`src/rtl/frac_rate_pkg.sv`:
```
package frac_rate_pkg;

    typedef enum logic [1:0] {
        ST_HALT = 2'd0,
        ST_STEP = 2'd1,
        ST_WRAP = 2'd2
    } step_state_t;

endpackage

```
`src/rtl/frac_phase_acc.sv`:
```
module frac_phase_acc #(
    parameter int unsigned MODULUS   = 78125,
    parameter int unsigned INCREMENT = 256,
    localparam int unsigned PW       = $clog2(MODULUS)
) (
    input  logic          clk_i,
    input  logic          rst_i,
    input  logic          run_i,
    output logic [PW-1:0] phase_o,
    output logic          wrap_o
);
    localparam logic [PW:0] MOD_W = PW'(MODULUS);
    localparam logic [PW:0] INC_W = PW'(INCREMENT);

    logic [PW:0]   sum;
    logic [PW-1:0] phase_q;

    always_comb begin
        sum    = {1'b0, phase_q} + INC_W;
        wrap_o = (sum >= MOD_W);
    end

    always_ff @(posedge clk_i) begin
        if (rst_i) begin
            phase_q <= '0;
        end else if (run_i) begin
            if (wrap_o) begin
                phase_q <= PW'(sum - MOD_W);
            end else begin
                phase_q <= sum[PW-1:0];
            end
        end
    end

    assign phase_o = phase_q;

    assert_phase_in_range_R2: assert property (@(posedge clk_i) disable iff (rst_i)
        phase_q < MOD_W[PW-1:0]);

    assert_hold_when_idle_R5: assert property (@(posedge clk_i) disable iff (rst_i)
        !run_i |=> $stable(phase_q));

    assert_reset_clears_R1: assert property (@(posedge clk_i)
        rst_i |=> (phase_q == '0));
endmodule

```
`src/rtl/frac_step_fsm.sv`:
```
module frac_step_fsm
    import frac_rate_pkg::*;
(
    input  logic        clk_i,
    input  logic        rst_i,
    input  logic        run_i,
    input  logic        wrap_i,
    output step_state_t state_o,
    output logic        tick_o
);
    step_state_t state_q;
    step_state_t state_d;

    always_comb begin
        if (!run_i) begin
            state_d = ST_HALT;
        end else if (wrap_i) begin
            state_d = ST_WRAP;
        end else begin
            state_d = ST_STEP;
        end
    end

    always_ff @(posedge clk_i) begin
        if (rst_i) begin
            state_q <= ST_HALT;
        end else begin
            state_q <= state_d;
        end
    end

    always_comb begin
        tick_o = 1'b0;
        unique case (state_q)
            ST_HALT: tick_o = 1'b0;
            ST_STEP: tick_o = 1'b0;
            ST_WRAP: tick_o = 1'b1;
            default: tick_o = 1'b0;
        endcase
    end

    assign state_o = state_q;

    assert_no_tick_idle_R5: assert property (@(posedge clk_i) disable iff (rst_i)
        !run_i |=> !tick_o);

    assert_tick_cleared_R1: assert property (@(posedge clk_i)
        rst_i |=> !tick_o);
endmodule

```
`src/rtl/frac_wave_slicer.sv`:
```
module frac_wave_slicer #(
    parameter int unsigned MODULUS = 78125,
    localparam int unsigned PW     = $clog2(MODULUS),
    localparam int unsigned HALF   = (MODULUS + 1) / 2
) (
    input  logic [PW-1:0] phase_i,
    output logic          wave_o
);
    always_comb begin
        wave_o = (phase_i >= PW'(HALF));
    end
endmodule

```
`src/rtl/frac_rate_synth.sv`:
```
module frac_rate_synth
    import frac_rate_pkg::*;
#(
    parameter int unsigned MODULUS   = 78125,
    parameter int unsigned INCREMENT = 256,
    localparam int unsigned PW       = $clog2(MODULUS)
) (
    input  logic          clk_i,
    input  logic          rst_i,
    input  logic          run_i,
    output logic          tick_o,
    output logic          wave_o,
    output logic [PW-1:0] phase_o
);
    if (INCREMENT >= MODULUS) begin : g_bad_params
        $error("increment must be below the modulus");
    end

    logic        wrap;
    step_state_t state;

    frac_phase_acc #(
        .MODULUS   (MODULUS),
        .INCREMENT (INCREMENT)
    ) u_acc (
        .clk_i   (clk_i),
        .rst_i   (rst_i),
        .run_i   (run_i),
        .phase_o (phase_o),
        .wrap_o  (wrap)
    );

    frac_step_fsm u_fsm (
        .clk_i   (clk_i),
        .rst_i   (rst_i),
        .run_i   (run_i),
        .wrap_i  (wrap),
        .state_o (state),
        .tick_o  (tick_o)
    );

    frac_wave_slicer #(
        .MODULUS (MODULUS)
    ) u_slice (
        .phase_i (phase_o),
        .wave_o  (wave_o)
    );

    // a tick follows an enabled step exactly when the phase fell (wrapped)
    assert_tick_on_wrap_R4: assert property (@(posedge clk_i) disable iff (rst_i)
        run_i |=> (tick_o == (phase_o < $past(phase_o))));

    assert_wave_low_reset_R1: assert property (@(posedge clk_i)
        rst_i |=> !wave_o);
endmodule

```
`config.mk`:
```
export PLATFORM = sky130hd
export DESIGN_NAME = frac_rate_synth
export DESIGN_NICKNAME = d
export VERILOG_FILES = /design/src/rtl/frac_rate_pkg.sv /design/src/rtl/frac_phase_acc.sv /design/src/rtl/frac_step_fsm.sv /design/src/rtl/frac_wave_slicer.sv /design/src/rtl/frac_rate_synth.sv
export SDC_FILE = /design/constraint.sdc
export NUM_CORES = 1
export LEC_CHECK = 0
export CELL_PAD_IN_SITES_DETAIL_PLACEMENT = 2
export CELL_PAD_IN_SITES_GLOBAL_PLACEMENT = 2
export CORE_MARGIN = 2
export CORE_UTILIZATION = 30
export DETAILED_ROUTE_END_ITERATION = 10
export DONT_BUFFER_PORTS = 1
export GPL_TIMING_DRIVEN = 0
export PLACE_DENSITY = 0.75
export SLEW_MARGIN = 10
export SYNTH_ARGS = -nofsm -noshare
export SYNTH_HDL_FRONTEND = slang
export SYNTH_SLANG_ARGS = --single-unit
```
`constraint.sdc`:
```
create_clock -name clk_i -period 5.6 [get_ports clk_i]
set_clock_uncertainty 0.15 [all_clocks]
set_input_delay 0.56 -clock clk_i [delete_from_list [all_inputs] [get_ports clk_i]]
set_output_delay 0.56 -clock clk_i [all_outputs]
set_load 0.03 [all_outputs]
```
==> summary.md, run 1 <==
| Metric | Value |
|---|---|
| Status | `finished clean` |
| Average size of a mapped cell | `8.093 um^2` |
| Dpl ws | `2.003 ns` |
| Post-CTS Setup Bufs | `0` |
| Highest fanout seen on the critical path | `10` |
| Bufs on Longest Clock Path | `2` |
| Post-Synth Simple-Gate Area | `27.34%` |
| Fmax | `0.2546 GHz` |
| Post-synthesis mux area share | `2.929%` |
| Clock latency on the worst-skew pair | `0.26 ns` |
| Root buf cell | `clkbuf_8` |
| Die area | `5715 um^2` |
| CTS Sinks | `19` |
| Max_cap viols | `0` |
| Synth async-reset ratio | `0%` |
| Worst-path clk slew | `0.08 ns` |
| CP max-delay cell | `a2111oi_0` |
| DRC | `0` |
| First-pass DRT Iterations | `4` |
| Global route total overflow | `0` |
| Setup TNS | `0 ns` |
| Post-Synth XOR/XNOR Area | `5.126%` |
| WP buf/inv | `2` |
| Total GRT Usage | `17.18%` |
| Syn nets | `198` |
| Die H | `75.60 um` |
| Static Leakage | `0.0005980 uW` |
| Synth unique cells | `58` |
| First-pass GRT wire length | `7.424 mm` |
| Detailed placer's ending HPWL | `3.527 mm` |
| Crit Path Class | `reg -> out` |
| Number of fill cells | `612` |
| WHS Path Cells | `2` |
| Critical path required time | `4.89 ns` |
| Vias in the first global route | `1515` |
| Final setup fails | `0` |
| Worst Path Arrival | `3.22 ns` |
| Min-Delay Endpoint | `u_fsm.state_o[1]$_SDFF_PP0_` |
| Worst r2r src | `u_acc.phase_o[0]$_SDFFE_PP0P_` |
| Largest net degree at the start of global routing | `11` |
| Fin crit period | `3.927 ns` |
| Max Slew Vio Count | `0` |
| Total number of vias | `1449` |
| Final Wtd Congestion | `0.8501` |
| Routed Antenna Nets | `0` |
| Initial antenna violation count | `0` |
| PD cells | `164.4 nW/um^2` |
| Layout Utilization | `33.34%` |
| Final hold vios | `0` |
| CP peak stage delay | `0.64 ns` |
| Nets | `203` |
| Area of the mapped netlist | `1538 um^2` |
| Largest family of logic cells by synthesized area | `compound AO/OA/AOI/OAI gates` |
| Post-cts sizing count | `0` |
| Syn Inst Count | `190` |
| Layout area overhead | `8.625%` |
| Synth top area share | `24.74%` |
| CTS buffer count | `3` |
| Share of cells above drive strength 1 | `12.89%` |
| Final WS setup | `1.673 ns` |
| Synth Area in Compound Gates | `28.48%` |
| Via/cell ratio | `5.489` |
| Top FF cell, synth | `dfxtp_1` |
| Placeable Area | `5010 um^2` |
| Cells on worst reg2reg path | `9` |
| Adder-Cell Fraction of Synth Area | `4.068%` |
| Max H-tree Level | `1` |
| Die width | `75.60 um` |
| CTS tree | `built` |
| Critical Path Source Type | `flip-flop` |
| Diodes inserted | `0` |
| Synth area leaders | `dfxtp_1 25%, xnor2_1 5.1%, nor2_1 4.6%` |
| Wire per inst | `17.15 um` |
| DRT iter0 DRCs | `95` |
| Critical-path cell list | `buf_2, inv_1, ha_1, nand2_1, o21ai_0, a21o_1, a211o_1, a2111oi_0, o21ai_0, a21o_1` |
| Fin crit share | `70.13%` |
| Cell taking the most area after synthesis | `dfxtp_1` |
| Initial Util | `30.69%` |
| Max-slew headroom | `54.60%` |
| Syn. warnings | `0` |
| Reg-to-reg endpoint | `u_acc.phase_o[11]$_SDFFE_PP0P_` |
| R2r setup slk | `2.27 ns` |
| Worst-Margin Slew | `0.6639 ns` |
| Hold_sp | `run_i` |
| Post-synth EDFFs | `0` |
| Synth top cells by count | `19 x dfxtp_1, 19 x nor2_1, 14 x o21ai_0` |
| Worst path top cell family by delay | `compound AO/OA/AOI/OAI gates` |
| Maximum vdd drop | `0.00006168 V` |
| Hold_buf cts | `0` |
| I/O Buffers | `0` |
| Final WL | `4.527 mm` |
| Yosys reg bits | `19` |
| RSZ-0062 raised after global routing | `false` |
| HP Class | `in -> reg` |
| I/O pin count | `22` |
| Sequential fraction of the synthesis area | `24.74%` |
| CP endpoint kind | `output port` |
| Site Rows | `26` |
## layout make-up
class,instances,area [um^2],area share (%)
sequential,19,380.4,22.77
inverter,6,22.52,1.348
multi-input combinational,151,1045,62.55
buffer,14,90.09,5.393
clock buffer,4,45.04,2.697
tap,70,87.58,5.243
## layer usage
layer / vias to the layer above / GRT usage (%) / wire [um]
li1: 701 / - / -
met1: 728 / 20.10 / 1949
met2: 15 / 31.98 / 2405
met3: 5 / 3.042 / 125
met4: 0 / 4.678 / 47
met5: - / 0 / 0
## kinds of logic (layout without fill, tap and decap cells)
group	count (synthesis)	count (layout)
xor gates and xnor gates	9	9
and+or+nand+nor	75	75
DFF	19	19
adders and majority gates	5	5
buffers and inverters	20	24
muxes	4	4
AOI/OAI and AO/OA	58	58
## metrics by stage
stage / area [um^2] / hold slack, ns / instances / power [uW]
2_1_floorplan: 1538 / 0.5027 / 190 / 168.0
3_3_place_gp: 1625 / 0.5315 / 260 / 175.4
3_5_place_dp: 1625 / 0.5633 / 260 / 176.3
4_1_cts: 1670 / 0.3275 / 264 / 281.3
5_1_grt: 1670 / 0.3514 / 264 / 289.3
6_report: 1670 / 0.3361 / 264 / 274.6
## layout by cell type (no fill, tap or decap), types with 6 or more instances in the layout
cell	count
inv_1	6
nor2_1	19
nor3_1	7
nand2_1	9
and3_1	6
a21oi_1	12
dfxtp_1	19
o21ai_0	14
nor2b_1	7
xnor2_1	9
## how the worst max path moves through the flow
stage               endpoint  cells past startpoint  slack, ns                           from
global placement      wave_o                     10       2.01  u_acc.phase_o[8]$_SDFFE_PP0P_
floorplan             wave_o                     10       2.56  u_acc.phase_o[8]$_SDFFE_PP0P_
finish                wave_o                     10       1.67  u_acc.phase_o[8]$_SDFFE_PP0P_
CTS                   wave_o                     10       1.64  u_acc.phase_o[8]$_SDFFE_PP0P_
global route          wave_o                     10       1.46  u_acc.phase_o[8]$_SDFFE_PP0P_
detailed placement    wave_o                     10       2.00  u_acc.phase_o[8]$_SDFFE_PP0P_
## state kept, by name (all words and copies together), names as in the netlist
register and count:
u_fsm.state_o 2, u_acc.phase_o 17
## power breakdown
group	internal (uW)	total [uW]	switching, uW
clock network	50.8	101	50.4
logic	10.6	31.3	20.6
registers	137	142	5.15
(Power assumes the default switching activity.)
==> run 2: changes to the inputs <==
clock period = 3.85 ns   (was 5.6 ns; I/O delays follow)
==> summary.md, run 2 (synthesized netlist as in run 1, its figures left out) <==
| Metric | Value |
|---|---|
| Status | `finished clean` |
| Site Rows | `26` |
| Worst-Margin Slew | `0.5857 ns` |
| Total number of vias | `1442` |
| CP max-delay cell | `dfxtp_1` |
| Via/cell ratio | `5.462` |
| Area post-placement | `1625 um^2` |
| Most common cell after layout, fill and taps aside | `nor2_1` |
| I/O Buffers | `0` |
| Total GRT Usage | `17.18%` |
| Max Slew Vio Count | `0` |
| Most frequent cells in the layout | `19 x nor2_1, 18 x dfxtp_1, 14 x o21ai_0, 12 x a21oi_1` |
| DRC | `0` |
| Number of fill cells | `611` |
| Setup TNS | `0 ns` |
| CP peak stage delay | `0.56 ns` |
| Area of the multi-input gates | `1046 um^2` |
| CTS tree | `built` |
| First-pass DRT Iterations | `4` |
| Worst path top cell family by delay | `compound AO/OA/AOI/OAI gates` |
| RSZ-0062 raised after global routing | `false` |
| Fin crit period | `3.618 ns` |
| Global route total overflow | `0` |
| WP buf/inv | `2` |
| Layout area overhead | `8.787%` |
| Diodes inserted | `0` |
| Fmax | `0.2764 GHz` |
| Clock latency on the worst-skew pair | `0.26 ns` |
| Root buf cell | `clkbuf_8` |
| Critical path required time | `3.31 ns` |
| Wire per inst | `17.14 um` |
| Critical Path Source Type | `flip-flop` |
| Crit Path Class | `reg -> out` |
| Largest net degree at the start of global routing | `11` |
| Register Area | `381.6 um^2` |
| CTS Sinks | `19` |
| Fin crit share | `93.97%` |
| Max reg flops | `17` |
| Final hold vios | `0` |
| Die H | `75.60 um` |
| Max_cap viols | `0` |
| First-pass GRT wire length | `7.424 mm` |
| DRT iter0 DRCs | `92` |
| Worst-path clk slew | `0.08 ns` |
| Initial Util | `30.69%` |
| Static Leakage | `0.0005983 uW` |
| Maximum vdd drop | `0.00008967 V` |
| Vias in the first global route | `1515` |
| Die width | `75.60 um` |
| I/O pin count | `22` |
| Critical-path cell list | `buf_2, inv_1, ha_1, nand2_1, o21ai_0, a21o_1, a211o_1, a2111oi_1, o21ai_0, a21o_1` |
| Die area | `5715 um^2` |
| Post-route cell area | `1673 um^2` |
| Highest fanout seen on the critical path | `10` |
| Final WL | `4.524 mm` |
| Max-slew headroom | `60.87%` |
| HP Class | `in -> reg` |
| Routed Antenna Nets | `0` |
| Final setup fails | `0` |
| Max H-tree Level | `1` |
| Post-CTS Setup Bufs | `0` |
| Share of cells above drive strength 1 | `13.40%` |
| Placeable Area | `5010 um^2` |
| CP endpoint kind | `output port` |
| Final Wtd Congestion | `0.8501` |
| Detailed placer's ending HPWL | `3.527 mm` |
| Initial antenna violation count | `0` |
| CTS buffer count | `3` |
| PD cells | `239.2 nW/um^2` |
| Worst Path Arrival | `3.08 ns` |
| Nets | `203` |
| Bufs on Longest Clock Path | `2` |
run 2: cell counts in the layout (fill, tap and decap cells not counted):
No cell type changed its count.
run 2: where the power goes:
group	leakage [uW]	internal [uW]	switching, uW
logic	0.000421	15.8	30.2
clock network	0.0000228	73.8	73.3
registers	0.000154	200	7.48
run 2: per-stage QoR:
step	total power [uW]	worst slack, ns	util, %	hold WS [ns]	std cells
after global routing	421.4	0.05544	33.39	0.1764	264
final	400.1	0.2320	33.39	0.1612	264
after floorplan	244.3	0.9124	-	0.4060	190
after detailed placement	256.4	0.4276	32.44	0.4369	260
after global placement	255.1	0.4358	32.44	0.4317	260
after CTS	409.1	0.06974	33.34	0.1525	264
run 2: worst paths after layout:
check                                startpoint                              to  slack, ns  depth (start not counted)
setup reg to reg  u_acc.phase_o[0]$_SDFFE_PP0P_  u_acc.phase_o[11]$_SDFFE_PP0P_       0.53                          9
hold / removal                            run_i     u_fsm.state_o[1]$_SDFF_PP0_       0.16                          2
setup / recovery  u_acc.phase_o[9]$_SDFFE_PP0P_                          wave_o       0.23                         10
hold reg to reg   u_acc.phase_o[3]$_SDFFE_PP0P_   u_acc.phase_o[3]$_SDFFE_PP0P_       0.57                          2
run 2: worst reg2reg max path, delay by kind of cell (launching register included):
kind            cells  cell delay (ns)
compound gates      4             1.01
simple gates        2             0.68
flops               1             0.62
mux                 1             0.36
fa+ha+maj           1             0.25
buf+inv             1             0.16
run 2: layout make-up:
cell class,count,area share (%)
Inverter,6,1.346
Multi-Input combinational cell,151,62.53
Clock buffer,4,2.693
Tap cell,70,5.236
Sequential cell,19,22.81
Buffer,14,5.385
run 2: repair_timing:
item	in CTS	in global routing
endpoints found under the hold margin	0	0
hold buffers	0	0
setup endpoints to repair	0	1
resized for setup	0	2
run 2: layer usage:
layer  GRT usage, %  part of all wire [%]
met5              0                     0
met4          4.678                   1.0
met3          3.042                   2.8
met2          31.98                    53
met1          20.10                    43
